$ cat src/rtl/rtc_pkg.sv
package rtc_pkg;
    typedef enum logic [1:0] {
        ST_OFF  = 2'd0,
        ST_RUN  = 2'd1,
        ST_HOLD = 2'd2
    } run_state_e;

    localparam int ADDR_W = 3;
    localparam logic [ADDR_W-1:0] A_CTRL = 3'd0;
    localparam logic [ADDR_W-1:0] A_PER  = 3'd1;
    localparam logic [ADDR_W-1:0] A_CMP  = 3'd2;
    localparam logic [ADDR_W-1:0] A_CNT  = 3'd3;
    localparam logic [ADDR_W-1:0] A_IEN  = 3'd4;
    localparam logic [ADDR_W-1:0] A_FLG  = 3'd5;
    localparam logic [ADDR_W-1:0] A_DBG  = 3'd6;

    localparam int CTRL_EN    = 0;
    localparam int CTRL_PS_LO = 3;
    localparam int CTRL_PS_HI = 6;
    localparam int CTRL_RSTBY = 7;
    localparam logic [7:0] CTRL_MASK = 8'hFD;

    localparam int FLG_OVF = 0;
    localparam int FLG_CMP = 1;
    localparam int NFLAGS  = 2;
endpackage

$ cat src/rtl/rtc_prescaler.sv
module rtc_prescaler #(
    parameter int PRE_W = 15,
    parameter int SEL_W = 4
) (
    input  logic             clk,
    input  logic             rst_n,
    input  logic             run,
    input  logic [SEL_W-1:0] sel,
    output logic             tick
);
    localparam int FULL_W = PRE_W + 1;

    logic [PRE_W-1:0]  pre_q;
    logic [FULL_W-1:0] full;
    logic [PRE_W-1:0]  mask;

    always_comb begin
        full = ({{PRE_W{1'b0}}, 1'b1} << sel) - FULL_W'(1);
        mask = full[PRE_W-1:0];
        tick = run && ((pre_q & mask) == mask);
    end

    always_ff @(posedge clk or negedge rst_n) begin
        if (!rst_n)   pre_q <= '0;
        else if (run) pre_q <= pre_q + PRE_W'(1);
    end
endmodule

$ cat src/rtl/rtc_count_core.sv
module rtc_count_core #(
    parameter int W = 16
) (
    input  logic         clk,
    input  logic         rst_n,
    input  logic         tick,
    input  logic         cnt_wr,
    input  logic [W-1:0] cnt_wdata,
    input  logic [W-1:0] per,
    input  logic [W-1:0] cmp,
    output logic [W-1:0] cnt,
    output logic [1:0]   hit,
    output logic         ovf_evt,
    output logic         cmp_evt
);
    logic [W-1:0] cnt_q;
    logic ovf_eq, cmp_eq, live;

    always_comb begin
        ovf_eq = (cnt_q == per);
        cmp_eq = (cnt_q == cmp);
        live   = tick && !cnt_wr;
        hit    = {live && cmp_eq, live && ovf_eq};
    end

    always_ff @(posedge clk or negedge rst_n) begin
        if (!rst_n) begin
            cnt_q   <= '0;
            ovf_evt <= 1'b0;
            cmp_evt <= 1'b0;
        end else begin
            if (cnt_wr)    cnt_q <= cnt_wdata;
            else if (tick) cnt_q <= ovf_eq ? '0 : cnt_q + W'(1);
            ovf_evt <= hit[0];
            cmp_evt <= hit[1];
        end
    end

    assign cnt = cnt_q;
endmodule

$ cat src/rtl/rtc_flags.sv
module rtc_flags #(
    parameter int N = 2
) (
    input  logic         clk,
    input  logic         rst_n,
    input  logic [N-1:0] set,
    input  logic         clr_stb,
    input  logic [N-1:0] clr_mask,
    output logic [N-1:0] flags
);
    for (genvar i = 0; i < N; i++) begin : g_flag
        always_ff @(posedge clk or negedge rst_n) begin
            if (!rst_n)                      flags[i] <= 1'b0;
            else if (set[i])                 flags[i] <= 1'b1;
            else if (clr_stb && clr_mask[i]) flags[i] <= 1'b0;
        end
    end
endmodule

$ cat src/rtl/rtc_tick_counter.sv
module rtc_tick_counter #(
    parameter int CNT_W = 16,
    parameter int PRE_W = 15,
    parameter int SEL_W = 4
) (
    input  logic                       clk,
    input  logic                       rst_n,
    input  logic                       reg_wr,
    input  logic [rtc_pkg::ADDR_W-1:0] reg_addr,
    input  logic [CNT_W-1:0]           reg_wdata,
    output logic [CNT_W-1:0]           reg_rdata,
    input  logic                       standby,
    input  logic                       dbg_halt,
    output logic                       irq,
    output logic                       evt_ovf,
    output logic                       evt_cmp
);
    import rtc_pkg::*;

    localparam int NF = NFLAGS;

    run_state_e state_q, state_d;
    logic [7:0]       ctrl_q;
    logic [CNT_W-1:0] per_q, cmp_q, cnt_q;
    logic [NF-1:0]    ien_q, flags, hit;
    logic             dbg_q;
    logic             en, hold, run, tick, cnt_wr, flg_wr;
    logic [SEL_W-1:0] presc;

    assign en     = ctrl_q[CTRL_EN];
    assign presc  = ctrl_q[CTRL_PS_HI:CTRL_PS_LO];
    assign hold   = (standby && !ctrl_q[CTRL_RSTBY]) || (dbg_halt && !dbg_q);
    assign cnt_wr = reg_wr && (reg_addr == A_CNT);
    assign flg_wr = reg_wr && (reg_addr == A_FLG);

    // next-state logic
    always_comb begin
        state_d = state_q;
        unique case (state_q)
            ST_OFF:  if (en) state_d = hold ? ST_HOLD : ST_RUN;  // EN_ON
            ST_RUN:  if (!en) state_d = ST_OFF;                  // EN_OFF
                     else if (hold) state_d = ST_HOLD;           // PAUSE
            ST_HOLD: if (!en) state_d = ST_OFF;                  // EN_OFF
                     else if (!hold) state_d = ST_RUN;           // RESUME
            default: state_d = ST_OFF;
        endcase
    end

    always_ff @(posedge clk or negedge rst_n) begin
        if (!rst_n) state_q <= ST_OFF;
        else        state_q <= state_d;
    end

    // outputs of the state machine
    always_comb begin
        run = (state_q == ST_RUN);
    end

    always_ff @(posedge clk or negedge rst_n) begin
        if (!rst_n) begin
            ctrl_q <= '0;
            per_q  <= '1;
            cmp_q  <= '0;
            ien_q  <= '0;
            dbg_q  <= 1'b0;
        end else if (reg_wr) begin
            case (reg_addr)
                A_CTRL:  ctrl_q <= reg_wdata[7:0] & CTRL_MASK;
                A_PER:   per_q  <= reg_wdata;
                A_CMP:   cmp_q  <= reg_wdata;
                A_IEN:   ien_q  <= reg_wdata[NF-1:0];
                A_DBG:   dbg_q  <= reg_wdata[0];
                default: ;
            endcase
        end
    end

    rtc_prescaler #(.PRE_W(PRE_W), .SEL_W(SEL_W)) u_pre (
        .clk(clk), .rst_n(rst_n), .run(run), .sel(presc), .tick(tick)
    );

    rtc_count_core #(.W(CNT_W)) u_core (
        .clk(clk), .rst_n(rst_n), .tick(tick), .cnt_wr(cnt_wr),
        .cnt_wdata(reg_wdata), .per(per_q), .cmp(cmp_q), .cnt(cnt_q),
        .hit(hit), .ovf_evt(evt_ovf), .cmp_evt(evt_cmp)
    );

    rtc_flags #(.N(NF)) u_flg (
        .clk(clk), .rst_n(rst_n), .set(hit), .clr_stb(flg_wr),
        .clr_mask(reg_wdata[NF-1:0]), .flags(flags)
    );

    assign irq = |(flags & ien_q);

    always_comb begin
        reg_rdata = '0;
        case (reg_addr)
            A_CTRL:  reg_rdata = CNT_W'(ctrl_q);
            A_PER:   reg_rdata = per_q;
            A_CMP:   reg_rdata = cmp_q;
            A_CNT:   reg_rdata = cnt_q;
            A_IEN:   reg_rdata = CNT_W'(ien_q);
            A_FLG:   reg_rdata = CNT_W'(flags);
            A_DBG:   reg_rdata = CNT_W'(dbg_q);
            default: reg_rdata = '0;
        endcase
    end
endmodule

$ cat config.mk
export PLATFORM = sky130hd
export DESIGN_NAME = rtc_tick_counter
export DESIGN_NICKNAME = d
export VERILOG_FILES = /design/src/rtl/rtc_pkg.sv /design/src/rtl/rtc_prescaler.sv /design/src/rtl/rtc_count_core.sv /design/src/rtl/rtc_flags.sv /design/src/rtl/rtc_tick_counter.sv
export SDC_FILE = /design/constraint.sdc
export NUM_CORES = 1
export LEC_CHECK = 0
export CAP_MARGIN = 20
export CORE_MARGIN = 1.5
export CORE_UTILIZATION = 65
export DETAILED_ROUTE_END_ITERATION = 8
export DONT_BUFFER_PORTS = 1
export GPL_TIMING_DRIVEN = 0
export PLACE_DENSITY = 0.85
export SKIP_CTS_REPAIR_TIMING = 1
export SLEW_MARGIN = 10
export SYNTH_ARGS = -nofsm -noshare
export SYNTH_HDL_FRONTEND = slang
export SYNTH_SLANG_ARGS = --single-unit
$ cat constraint.sdc
create_clock -name clk -period 6.2 [get_ports clk]
set_input_delay 0.62 -clock clk [delete_from_list [all_inputs] [get_ports clk]]
set_output_delay 0.62 -clock clk [all_outputs]
set_load 0.05 [all_outputs]
==> results.json <==
{
  "cp.required_ns": 5.58,
  "synth_top_area_share_pct": 32.2,
  "tns_ns": 0,
  "path_class": "in2out",
  "yosysTopAreaCell": "dfrtp_1",
  "relSlewSlack_pct": 30.4,
  "synth_compound_area_share_pct": 12.0,
  "placement_rows": 31,
  "hp-class": "in2async",
  "irDropWorstVdd_v": 0.000207,
  "synth_area_leaders": "dfrtp_1 32%, mux2_2 12%, dfstp_2 8.6%",
  "synth_top_family_by_area": "simple AND/OR/NAND/NOR gates",
  "cp-startpoint": "reg_addr[0]",
  "layout_common_cells": "63 x dfrtp_1, 50 x mux2_2, 30 x nor2_1",
  "synth.distinct_cells": 69,
  "grtUsageTotal_pct": 31.4,
  "final_hold_viol_count": 0,
  "via_per_inst": 6.81,
  "dp.cells": 561,
  "synth_ff_type": "dfrtp_1",
  "power_mw": 1.65,
  "timing.rr.start": "ctrl_q[6]",
  "clk-insertion-delay-late_ns": 0.36,
  "r2r_cells": 12,
  "cp_max_fo": 10,
  "yosysWarnings": 0,
  "layout_min_cycle_time_ns": 3.75,
  "vias": 3935,
  "layout-drive-gt1-share_pct": 28.4,
  "syn-cell-area_um2": 4890,
  "p_per_area_nw_per_um2": 316,
  "final_common_cell": "dfrtp_1",
  "cts.sinks": 79,
  "firstDrtPassIters": 7,
  "die_h_um": 89.8,
  "p_leak_nw": 2.06,
  "drt_wl_total_um": 12400,
  "grt_pass1_vias": 3849,
  "setup_viol_count_final": 0,
  "async_flop_share_pct": 100,
  "ant_nets": 0,
  "rrSetupSlack_ns": 3.43,
  "grt-ovfl-total": 0,
  "slew_violations": 0,
  "antenna-diode-count": 0,
  "gp_congestion": 0.938,
  "final_area_um2": 5240,
  "drc": 0,
  "start_util_pct": 67.5,
  "synth.avg_cell_area_um2": 10.6,
  "core_area_um2": 7250,
  "placed_area_um2": 5020,
  "htreeDepth": 3,
  "numCtsBuffers": 9,
  "io_buffers": 0,
  "fin_cells": 578,
  "ys_ff_latch": 79,
  "skew_ns": 0.0113,
  "grt_pass1_wl_um": 19900,
  "synth_xor_area_share_pct": 8.41,
  "maxCapViolations": 0,
  "yosys.area_share.adder_pct": 0.767,
  "critPathArrivalTime_ns": 3.13,
  "r2r-end": "u_flg.flags[0]",
  "syn-num-nets": 489,
  "drt_iter0_markers": 486,
  "period_share_pct": 60.4,
  "crit_path_end_kind": "output port",
  "die_x_um": 89.8,
  "die_area_um2": 8060,
  "antenna_found_initial": 0,
  "rsz0062_at_grt": "no",
  "synth_mux_area_share_pct": 15.1,
  "nets": 501,
  "worst_pin_slew_ns": 1.04,
  "clockRootBuffer": "clkbuf_8",
  "wl_per_cell_um": 21.5,
  "fmax_mhz": 267,
  "synthSimpleGateAreaFrac_pct": 17.6,
  "grt_max_degree": 80,
  "path_clk_slew_ns": 0.08,
  "synth-seq-area-share_pct": 40.8,
  "cts_tree": "yes",
  "status": "finished, final reports clean",
  "hpwl_um": 8610,
  "synthCells": 462,
  "pin_count": 43,
  "synth_edf_count": 0,
  "startpoint_type": "input pin",
  "cts_max_path_buffers": 2,
  "area_growth_pct": 6.98
}
==> registers in the layout, summed over array words and instances (netlist names) <==
register        cells
cmp_q              16
ctrl_q              7
dbg_q               1
ien_q               2
per_q              16
state_q             2
u_core.cmp_evt      1
u_core.cnt         16
u_core.ovf_evt      1
u_flg.flags         2
u_pre.pre_q        15
==> synthesized netlist by cell type, types with 4 or more instances <==
| library cell | instances |
|---|---|
| nor2b_1 | 13 |
| o211ai_1 | 6 |
| xnor2_1 | 26 |
| mux4_2 | 7 |
| nor4_1 | 5 |
| nand2_1 | 29 |
| o311ai_1 | 19 |
| dfrtp_1 | 63 |
| clkbuf_1 | 12 |
| inv_1 | 7 |
| nor2_1 | 30 |
| a21oi_1 | 12 |
| buf_6 | 4 |
| buf_2 | 18 |
| o21ai_0 | 4 |
| nand4_1 | 10 |
| mux2_2 | 50 |
| xor2_1 | 21 |
| and3_1 | 7 |
| a22oi_1 | 8 |
| a31oi_1 | 8 |
| buf_4 | 6 |
| nand3_1 | 15 |
| dfstp_2 | 16 |
==> metal layers <==
| metal | track usage, % | wire length [µm] | share of wire, % | up-vias |
|---|---|---|---|---|
| li1 | - | - | - | 1721 |
| met1 | 43.5 | 5260 | 42 | 1929 |
| met2 | 48.9 | 5720 | 46 | 240 |
| met3 | 6.94 | 1070 | 8.6 | 45 |
| met4 | 11.5 | 384 | 3.1 | 0 |
| met5 | 0 | 0 | 0 | - |
==> critical path, stage by stage <==
cell and delay (ns):
buf_2 0.23, buf_1 0.55, clkbuf_1 0.56, nor2b_1 0.25
a21oi_1 0.09, a21oi_1 0.82
==> final cells by class <==
cell class              count  area (µm²)
plain buffers              41         229
clock buffers              11         131
clock inverters             5        58.8
fillers                   528        2020
inverters                   8        30.0
multi-input cells         334        2640
flip-flops and latches     79        2000
well taps                  99         124
repair buffers              1        27.5
==> where the power goes <==
group          internal (mW)  switching (mW)  leakage [nW]
combinational          0.234           0.314          1.02
sequential             0.628          0.0982         0.950
clock                  0.186           0.192        0.0895
total                   1.05           0.605          2.06
==> worst max path at each step <==
stage / end / slack, ns / cells past startpoint
after floorplan: reg_rdata[1] / 2.73 / 6
after global placement: reg_rdata[1] / 2.21 / 6
after detailed placement: reg_rdata[0] / 2.46 / 6
after CTS: reg_rdata[0] / 2.46 / 6
after global routing: reg_rdata[0] / 2.30 / 6
final: reg_rdata[0] / 2.45 / 6
==> logic make-up after synthesis <==
group                    Yosys count
AO/OA/AOI/OAI                     77
adder cells (fa/ha/maj)            3
flip-flops                        79
multiplexers                      59
buffers and inverters             49
XOR/XNOR                          47
AND/OR/NAND/NOR                  148
==> through the flow <==
step	setup slack, ns	utilization (%)	hold WS (ns)
after CTS	2.46	71.8	-0.0619
after global routing	2.30	72.2	0.0824
after detailed placement	2.46	69.2	0.327
after global placement	2.21	69.2	0.327
final	2.45	72.2	0.0985
after floorplan	2.73	-	0.324
Note: power is estimated with default switching activity, not from simulation.
